**src/rtl/dram_dec_pkg.sv**
```systemverilog
package dram_dec_pkg;
  typedef enum logic [1:0] {
    KIND_NONE   = 2'd0,
    KIND_ROW    = 2'd1,
    KIND_CBR    = 2'd2,
    KIND_HIDDEN = 2'd3
  } cyc_kind_e;

  localparam int STROBE_W = 5;
  localparam int SB_RAS   = 0;
  localparam int SB_LCAS  = 1;
  localparam int SB_UCAS  = 2;
  localparam int SB_WE    = 3;
  localparam int SB_OE    = 4;
endpackage

```
**src/rtl/dram_dec_rstsync.sv**
```systemverilog
module dram_dec_rstsync (
  input  logic clk,
  input  logic rst_n,
  output logic rst_n_sync
);
  logic stage_q;

  always_ff @(posedge clk or negedge rst_n) begin
    if (!rst_n) begin
      stage_q    <= 1'b0;
      rst_n_sync <= 1'b0;
    end else begin
      stage_q    <= 1'b1;
      rst_n_sync <= stage_q;
    end
  end
endmodule

```
**src/rtl/dram_dec_sync.sv**
```systemverilog
module dram_dec_sync #(
  parameter int             W       = 1,
  parameter logic [W-1:0]   RST_VAL = '0
) (
  input  logic         clk,
  input  logic         rst_n,
  input  logic [W-1:0] din,
  output logic [W-1:0] dout
);
  logic [W-1:0] meta_q;

  always_ff @(posedge clk or negedge rst_n) begin
    if (!rst_n) begin
      meta_q <= RST_VAL;
      dout   <= RST_VAL;
    end else begin
      meta_q <= din;
      dout   <= meta_q;
    end
  end
endmodule

```
**src/rtl/dram_dec_ctrl.sv**
```systemverilog
module dram_dec_ctrl
  import dram_dec_pkg::*;
#(
  parameter int ADDR_W = 10,
  parameter int LANES  = 2
) (
  input  logic              clk,
  input  logic              rst_n,
  input  logic              ras_s,
  input  logic [LANES-1:0]  cas_s,
  input  logic [ADDR_W-1:0] addr_s,
  output logic              access_q,
  output logic              cyc_valid_q,
  output cyc_kind_e         kind_q,
  output logic [ADDR_W-1:0] row_q,
  output logic [ADDR_W-1:0] col_q,
  output logic              col_load_q,
  output logic [ADDR_W-1:0] ref_ctr_q,
  output logic              cas_int_q,
  output logic              busy_q
);
  logic ras_d_q, cas_any_d_q, ref_pend_q;

  logic              ras_fall, ras_rise, cas_any, cas_fall;
  logic              access_nxt, cyc_valid_nxt, col_load_nxt, ref_pend_nxt;
  cyc_kind_e         kind_nxt;
  logic [ADDR_W-1:0] row_nxt, col_nxt, ref_ctr_nxt;

  always_comb begin
    ras_fall = ras_d_q & ~ras_s;
    ras_rise = ~ras_d_q & ras_s;
    cas_any  = ~&cas_s;
    cas_fall = cas_any & ~cas_any_d_q;

    access_nxt    = access_q;
    cyc_valid_nxt = 1'b0;
    kind_nxt      = kind_q;
    row_nxt       = row_q;
    col_nxt       = col_q;
    col_load_nxt  = 1'b0;
    ref_pend_nxt  = ref_pend_q;
    ref_ctr_nxt   = ref_ctr_q;

    if (ras_fall) begin
      cyc_valid_nxt = 1'b1;
      if (!cas_any) begin
        kind_nxt   = KIND_ROW;
        row_nxt    = addr_s;
        access_nxt = 1'b1;
      end else begin
        kind_nxt     = access_q ? KIND_HIDDEN : KIND_CBR;
        row_nxt      = ref_ctr_q;
        ref_pend_nxt = 1'b1;
      end
    end else if (ras_s && !cas_any) begin
      access_nxt = 1'b0;
    end

    if (ras_rise && ref_pend_q) begin
      ref_ctr_nxt  = ref_ctr_q + 1'b1;
      ref_pend_nxt = 1'b0;
    end

    if (cas_fall && access_q && !ras_s) begin
      col_nxt      = addr_s;
      col_load_nxt = 1'b1;
    end
  end

  always_ff @(posedge clk or negedge rst_n) begin
    if (!rst_n) begin
      ras_d_q     <= 1'b1;
      cas_any_d_q <= 1'b0;
      ref_pend_q  <= 1'b0;
      access_q    <= 1'b0;
      cyc_valid_q <= 1'b0;
      kind_q      <= KIND_NONE;
      row_q       <= '0;
      col_q       <= '0;
      col_load_q  <= 1'b0;
      ref_ctr_q   <= '0;
      cas_int_q   <= 1'b0;
      busy_q      <= 1'b0;
    end else begin
      ras_d_q     <= ras_s;
      cas_any_d_q <= cas_any;
      ref_pend_q  <= ref_pend_nxt;
      access_q    <= access_nxt;
      cyc_valid_q <= cyc_valid_nxt;
      kind_q      <= kind_nxt;
      row_q       <= row_nxt;
      col_q       <= col_nxt;
      col_load_q  <= col_load_nxt;
      ref_ctr_q   <= ref_ctr_nxt;
      cas_int_q   <= cas_any;
      busy_q      <= ~ras_s | cas_any;
    end
  end

  assert_valid_pulse_R3: assert property (@(posedge clk) disable iff (!rst_n)
    cyc_valid_q |=> !cyc_valid_q);

  assert_refresh_row_R4: assert property (@(posedge clk) disable iff (!rst_n)
    (cyc_valid_q && kind_q != KIND_ROW) |-> (row_q == ref_ctr_q));

  assert_counter_step_R5: assert property (@(posedge clk) disable iff (!rst_n)
    (ref_ctr_q != $past(ref_ctr_q)) |-> (ref_ctr_q == ADDR_W'($past(ref_ctr_q) + 1'b1)));

  assert_col_in_cas_R8: assert property (@(posedge clk) disable iff (!rst_n)
    col_load_q |-> cas_int_q);

  assert_valid_busy_R10: assert property (@(posedge clk) disable iff (!rst_n)
    cyc_valid_q |-> busy_q);

  assert_merged_busy_R2: assert property (@(posedge clk) disable iff (!rst_n)
    cas_int_q |-> busy_q);
endmodule

```
**src/rtl/dram_dec_lane.sv**
```systemverilog
module dram_dec_lane (
  input  logic clk,
  input  logic rst_n,
  input  logic access,
  input  logic ras_s,
  input  logic cas_s,
  input  logic we_s,
  input  logic oe_s,
  output logic drive_q,
  output logic write_q
);
  logic wr_prev_q;
  logic wr_cond, drive_nxt, write_nxt;

  always_comb begin
    drive_nxt = access & ~cas_s & we_s & ~oe_s;
    wr_cond   = access & ~ras_s & ~cas_s & ~we_s;
    write_nxt = wr_cond & ~wr_prev_q;
  end

  always_ff @(posedge clk or negedge rst_n) begin
    if (!rst_n) begin
      drive_q   <= 1'b0;
      write_q   <= 1'b0;
      wr_prev_q <= 1'b0;
    end else begin
      drive_q   <= drive_nxt;
      write_q   <= write_nxt;
      wr_prev_q <= wr_cond;
    end
  end

  assert_drive_write_excl_R9: assert property (@(posedge clk) disable iff (!rst_n)
    !(drive_q && write_q));

  assert_write_single_R9: assert property (@(posedge clk) disable iff (!rst_n)
    write_q |=> !write_q);
endmodule

```
**src/rtl/dram_cycle_decoder.sv**
```systemverilog
module dram_cycle_decoder
  import dram_dec_pkg::*;
#(
  parameter int ADDR_W = 10
) (
  input  logic              clk,
  input  logic              rst_n,
  input  logic              ras_n,
  input  logic              lcas_n,
  input  logic              ucas_n,
  input  logic              we_n,
  input  logic              oe_n,
  input  logic [ADDR_W-1:0] addr,
  output logic              cyc_valid,
  output logic [1:0]        cyc_kind,
  output logic [ADDR_W-1:0] row_out,
  output logic [ADDR_W-1:0] col_out,
  output logic              col_load,
  output logic [ADDR_W-1:0] refresh_row,
  output logic [1:0]        lane_drive,
  output logic [1:0]        lane_write,
  output logic              cas_merged,
  output logic              cycle_busy
);
  localparam int LANES = 2;

  logic                rst_n_i;
  logic [STROBE_W-1:0] strobe_raw, strobe_s;
  logic [ADDR_W-1:0]   addr_s;
  logic [LANES-1:0]    cas_s;
  logic                access;
  cyc_kind_e           kind;

  assign strobe_raw = {oe_n, we_n, ucas_n, lcas_n, ras_n};
  assign cas_s      = {strobe_s[SB_UCAS], strobe_s[SB_LCAS]};
  assign cyc_kind   = kind;

  dram_dec_rstsync u_rst (
    .clk        (clk),
    .rst_n      (rst_n),
    .rst_n_sync (rst_n_i)
  );

  dram_dec_sync #(.W(STROBE_W), .RST_VAL({STROBE_W{1'b1}})) u_strobe_sync (
    .clk   (clk),
    .rst_n (rst_n_i),
    .din   (strobe_raw),
    .dout  (strobe_s)
  );

  dram_dec_sync #(.W(ADDR_W), .RST_VAL({ADDR_W{1'b0}})) u_addr_pipe (
    .clk   (clk),
    .rst_n (rst_n_i),
    .din   (addr),
    .dout  (addr_s)
  );

  dram_dec_ctrl #(.ADDR_W(ADDR_W), .LANES(LANES)) u_ctrl (
    .clk         (clk),
    .rst_n       (rst_n_i),
    .ras_s       (strobe_s[SB_RAS]),
    .cas_s       (cas_s),
    .addr_s      (addr_s),
    .access_q    (access),
    .cyc_valid_q (cyc_valid),
    .kind_q      (kind),
    .row_q       (row_out),
    .col_q       (col_out),
    .col_load_q  (col_load),
    .ref_ctr_q   (refresh_row),
    .cas_int_q   (cas_merged),
    .busy_q      (cycle_busy)
  );

  for (genvar g = 0; g < LANES; g++) begin : g_lane
    dram_dec_lane u_lane (
      .clk     (clk),
      .rst_n   (rst_n_i),
      .access  (access),
      .ras_s   (strobe_s[SB_RAS]),
      .cas_s   (cas_s[g]),
      .we_s    (strobe_s[SB_WE]),
      .oe_s    (strobe_s[SB_OE]),
      .drive_q (lane_drive[g]),
      .write_q (lane_write[g])
    );
  end

  assert_cbr_no_drive_R4: assert property (@(posedge clk) disable iff (!rst_n_i)
    (cyc_valid && kind == KIND_CBR) |-> (lane_drive == 2'b00));

  assert_idle_quiet_R1: assert property (@(posedge clk) disable iff (!rst_n_i)
    !cycle_busy |-> (lane_write == 2'b00 && !cas_merged));
endmodule

```
**config.mk**
```make
export PLATFORM = sky130hd
export DESIGN_NAME = dram_cycle_decoder
export DESIGN_NICKNAME = d
export VERILOG_FILES = /design/src/rtl/dram_dec_pkg.sv /design/src/rtl/dram_dec_rstsync.sv /design/src/rtl/dram_dec_sync.sv /design/src/rtl/dram_dec_ctrl.sv /design/src/rtl/dram_dec_lane.sv /design/src/rtl/dram_cycle_decoder.sv
export SDC_FILE = /design/constraint.sdc
export NUM_CORES = 1
export LEC_CHECK = 0
export CAP_MARGIN = 20
export CORE_UTILIZATION = 30
export DETAILED_ROUTE_END_ITERATION = 16
export PLACE_DENSITY = 0.63
export SYNTH_ARGS = -nofsm -noshare
export SYNTH_HDL_FRONTEND = slang
export SYNTH_SLANG_ARGS = --single-unit
```
**constraint.sdc**
```tcl
create_clock -name clk -period 4.42 [get_ports clk]
set_input_delay 0.884 -clock clk [delete_from_list [all_inputs] [get_ports clk]]
set_output_delay 0.884 -clock clk [all_outputs]
set_load 0.05 [all_outputs]
```
==> results.py <==
metrics = {
    "status": {
        "status": "complete, no violations",
    },
    "detailed_routing": {
        "firstDrtPassIters": 5,
        "viasPerCell": 4.35,
        "drc": 0,
        "wl_um": 4970,
        "ant_nets": 0,
        "drt_iter0_drc": 42,
        "vias": 1526,
        "wl_per_cell_um": 14.2,
    },
    "timing": {
        "hold_violations": 0,
        "period_minus_slack_ps": 2570,
        "fin_skew_ps": 8.51,
        "max_freq_mhz": 388,
        "worst_pin_slew_ps": 937,
        "rsz0062_at_grt": "false",
        "finalSetupViolCount": 0,
        "fin_crit_sh_pct": 58.2,
        "fin_setup_tns_ps": 0,
        "maxSlewHeadroom_pct": 37.5,
        "slew_viol_final": 0,
    },
    "setup_path": {
        "crit_family": "buffers and inverters",
        "cp-end-kind": "output port",
        "r2r_cells": 2,
        "crit_chain": "clkdlybuf4s50_1",
        "cp-start-kind": "flop",
        "r2r-start": "u_strobe_sync.dout[0]",
        "critPathMaxFanout": 7,
        "r2r-end": "u_ctrl.kind_q[1]",
        "slowest_stage": "clkdlybuf4s50_1",
        "worstPathBufferInverterCount": 1,
        "cp_slowest_stage_delay_ps": 850,
        "crit_start": "u_ctrl.ref_ctr_q[5]",
        "crit_type": "flop to output port",
        "worstPathRequired_ps": 3540,
        "r2r_slack_ps": 2560,
        "worstPathArrival_ps": 1690,
        "cp.depth": 1,
    },
    "cts": {
        "cts-htree-levels": 3,
        "ctsHoldBuffers": 0,
        "clock_sinks": 77,
        "clock_latency_ps": 340,
        "clockRootBuffer": "clkbuf_8",
        "cts_buffers": 9,
        "cts.clk_slew.worst_paths_ps": 80,
        "post_cts_buffers": 0,
        "clockBufferDepth": 2,
        "cts_tree": "done",
        "post_cts_resized": 0,
    },
    "place": {
        "io_buffers": 56,
        "hpwl_um": 3250,
        "routabilityCongestion": 0.680,
        "place_inst": 335,
        "placed_area_um2": 3310,
    },
    "final_layout": {
        "nNetsFinal": 256,
        "diodes": 0,
        "fin_area_um2": 3510,
        "area_growth_pct": 31.4,
        "fill_cells": 866,
        "multi_input_area_um2": 654,
        "regArea_um2": 1940,
        "layout.cells.non_filler": 351,
        "drive_gt1_share_pct": 17.3,
    },
    "floorplanning": {
        "dieHeight_um": 96.3,
        "start_util_pct": 30.7,
        "die_area_um2": 9270,
        "row_count": 34,
        "core-area_um2": 8680,
        "die_width_um": 96.3,
        "ios": 57,
    },
    "pwr": {
        "leakagePower_nw": 1.57,
        "power.density_nw_per_um2": 561,
        "vdd_drop_max_mv": 0.304,
    },
    "logic_synthesis": {
        "yosys_warnings": 0,
        "synth_seq_cells": 77,
        "synthFlopType": "dfrtp_1",
        "syn-num-nets": 197,
        "synth_cells": 179,
        "ys_types": 28,
        "syn_area_um2": 2670,
        "ys_async_sr_fraction_pct": 100,
        "ys_seq_area_share_pct": 72.7,
        "avgSynthCellArea_um2": 14.9,
        "synth_edf_count": 0,
    },
    "run": {
        "cap_violations": 0,
    },
    "min_path": {
        "hold_path_end": "u_addr_pipe.dout[8]",
        "hold_path_class": "flop to flop",
        "hold_depth": 0,
        "min-delay-start": "u_addr_pipe.meta_q[8]",
    },
    "global_route": {
        "grt_antenna_before_repair": 0,
        "grtUsageTotal_pct": 12.0,
        "grt_max_degree": 76,
        "grt_pass1_vias": 1548,
        "overflow": 0,
        "grt_pass1_wl_um": 7900,
    },
}
## synth_stat cells (2+ instances only)
library cell  number  area, um^2
dfrtp_1           66        1650
nand2_1           15        56.3
o21ai_0           14        70.1
dfstp_2           11         289
mux2i_1           10         100
mux2_4             9         135
xor2_1             8        70.1
nor2_1             6        22.5
inv_1              5        18.8
nor3_1             5        25.0
buf_4              4        30.0
nor4_1             4        25.0
mux2_2             3        33.8
nand3_1            3        15.0
clkbuf_1           2        7.51
nand4_1            2        12.5
## layout by cell type, fill, tap and decap left out, types with 2 or more instances in the layout
| master | instances |
|---|---|
| clkinv_2 | 2 |
| xor2_1 | 8 |
| clkbuf_1 | 2 |
| clkbuf_8 | 10 |
| nand3_1 | 3 |
| clkdlybuf4s50_1 | 56 |
| nor3_1 | 5 |
| nand4_1 | 2 |
| mux2_4 | 9 |
| nor2_1 | 6 |
| dfstp_2 | 11 |
| mux2i_1 | 10 |
| inv_1 | 5 |
| o21ai_0 | 14 |
| nor4_1 | 4 |
| mux2_2 | 3 |
| dfrtp_1 | 65 |
| nand2_1 | 15 |
## worst register-to-register path, stage by stage (launching register included)
cell	delay, ps
dfstp_2	590
nand2b_1	740
mux2_2	420
## cell type report
cell class,instances,area share [%]
Multi-Input combinational cell,89,18.7
Clock buffer,12,4.14
Inverter,5,0.535
Timing Repair Buffer,56,16.0
Clock inverter,4,1.36
Sequential cell,77,55.5
Tap cell,108,3.85
## power by group
group / switching, mW / total (mW) / internal [mW]
combinational: 0.352 / 0.562 / 0.211
sequential: 0.0891 / 0.891 / 0.802
clock: 0.240 / 0.514 / 0.275
## routing by layer
| metal | up-vias | part of all wire (%) | track usage (%) |
|---|---|---|---|
| met5 | - | 0 | 0 |
| met4 | 0 | 2.3 | 7.35 |
| met3 | 11 | 3.6 | 2.69 |
| met2 | 38 | 47 | 17.6 |
| met1 | 765 | 47 | 16.2 |
| li1 | 712 | - | - |
## per-stage QoR
step / hold WS [ps] / power [mW] / setup slack (ps) / util [%]
finish: 350 / 1.97 / 1850 / 40.4
global route: 353 / 2.07 / 1780 / 40.4
CTS: 352 / 2.00 / 1840 / 40.4
detailed placement: 335 / 1.47 / 2230 / 38.2
global placement: 332 / 1.47 / 2260 / 38.2
floorplan: 331 / 1.26 / 2140 / -
## worst max-delay path by stage
stage / endpoint / slack [ps]
3_3_place_gp: refresh_row[5] / 2260
4_1_cts: refresh_row[5] / 1840
5_1_grt: refresh_row[5] / 1780
3_5_place_dp: refresh_row[5] / 2230
2_1_floorplan: g_lane[0].u_lane.drive_q / 2140
6_report: refresh_row[5] / 1850
## kinds of logic (layout without fill, tap and decap cells)
logic type                 count (synthesis)  after routing  synth area share [%]
DFF                                       77             77                  72.7
AOI/OAI and AO/OA                         15             15                  2.81
buffers and inverters                     13             77                  2.72
adders and majority gates                  1              1                 0.469
and+or+nand+nor                           41             41                  8.07
other                                      1              1                 0.141
muxes                                     22             22                  10.1
xor gates and xnor gates                   9              9                  2.96
## state kept, by name, summed over array words and instances, names as in the netlist, 2 cells and up
signal and count:
u_addr_pipe.dout 10, u_strobe_sync.meta_q 5, u_ctrl.row_q 10, u_strobe_sync.dout 5
u_ctrl.col_q 10, u_ctrl.ref_ctr_q 10, g_lane.u_lane.drive_q 2, g_lane.u_lane.write_q 2
u_ctrl.kind_q 2, u_addr_pipe.meta_q 10, g_lane.u_lane.wr_prev_q 2
Note: power is estimated with default switching activity, not from simulation.
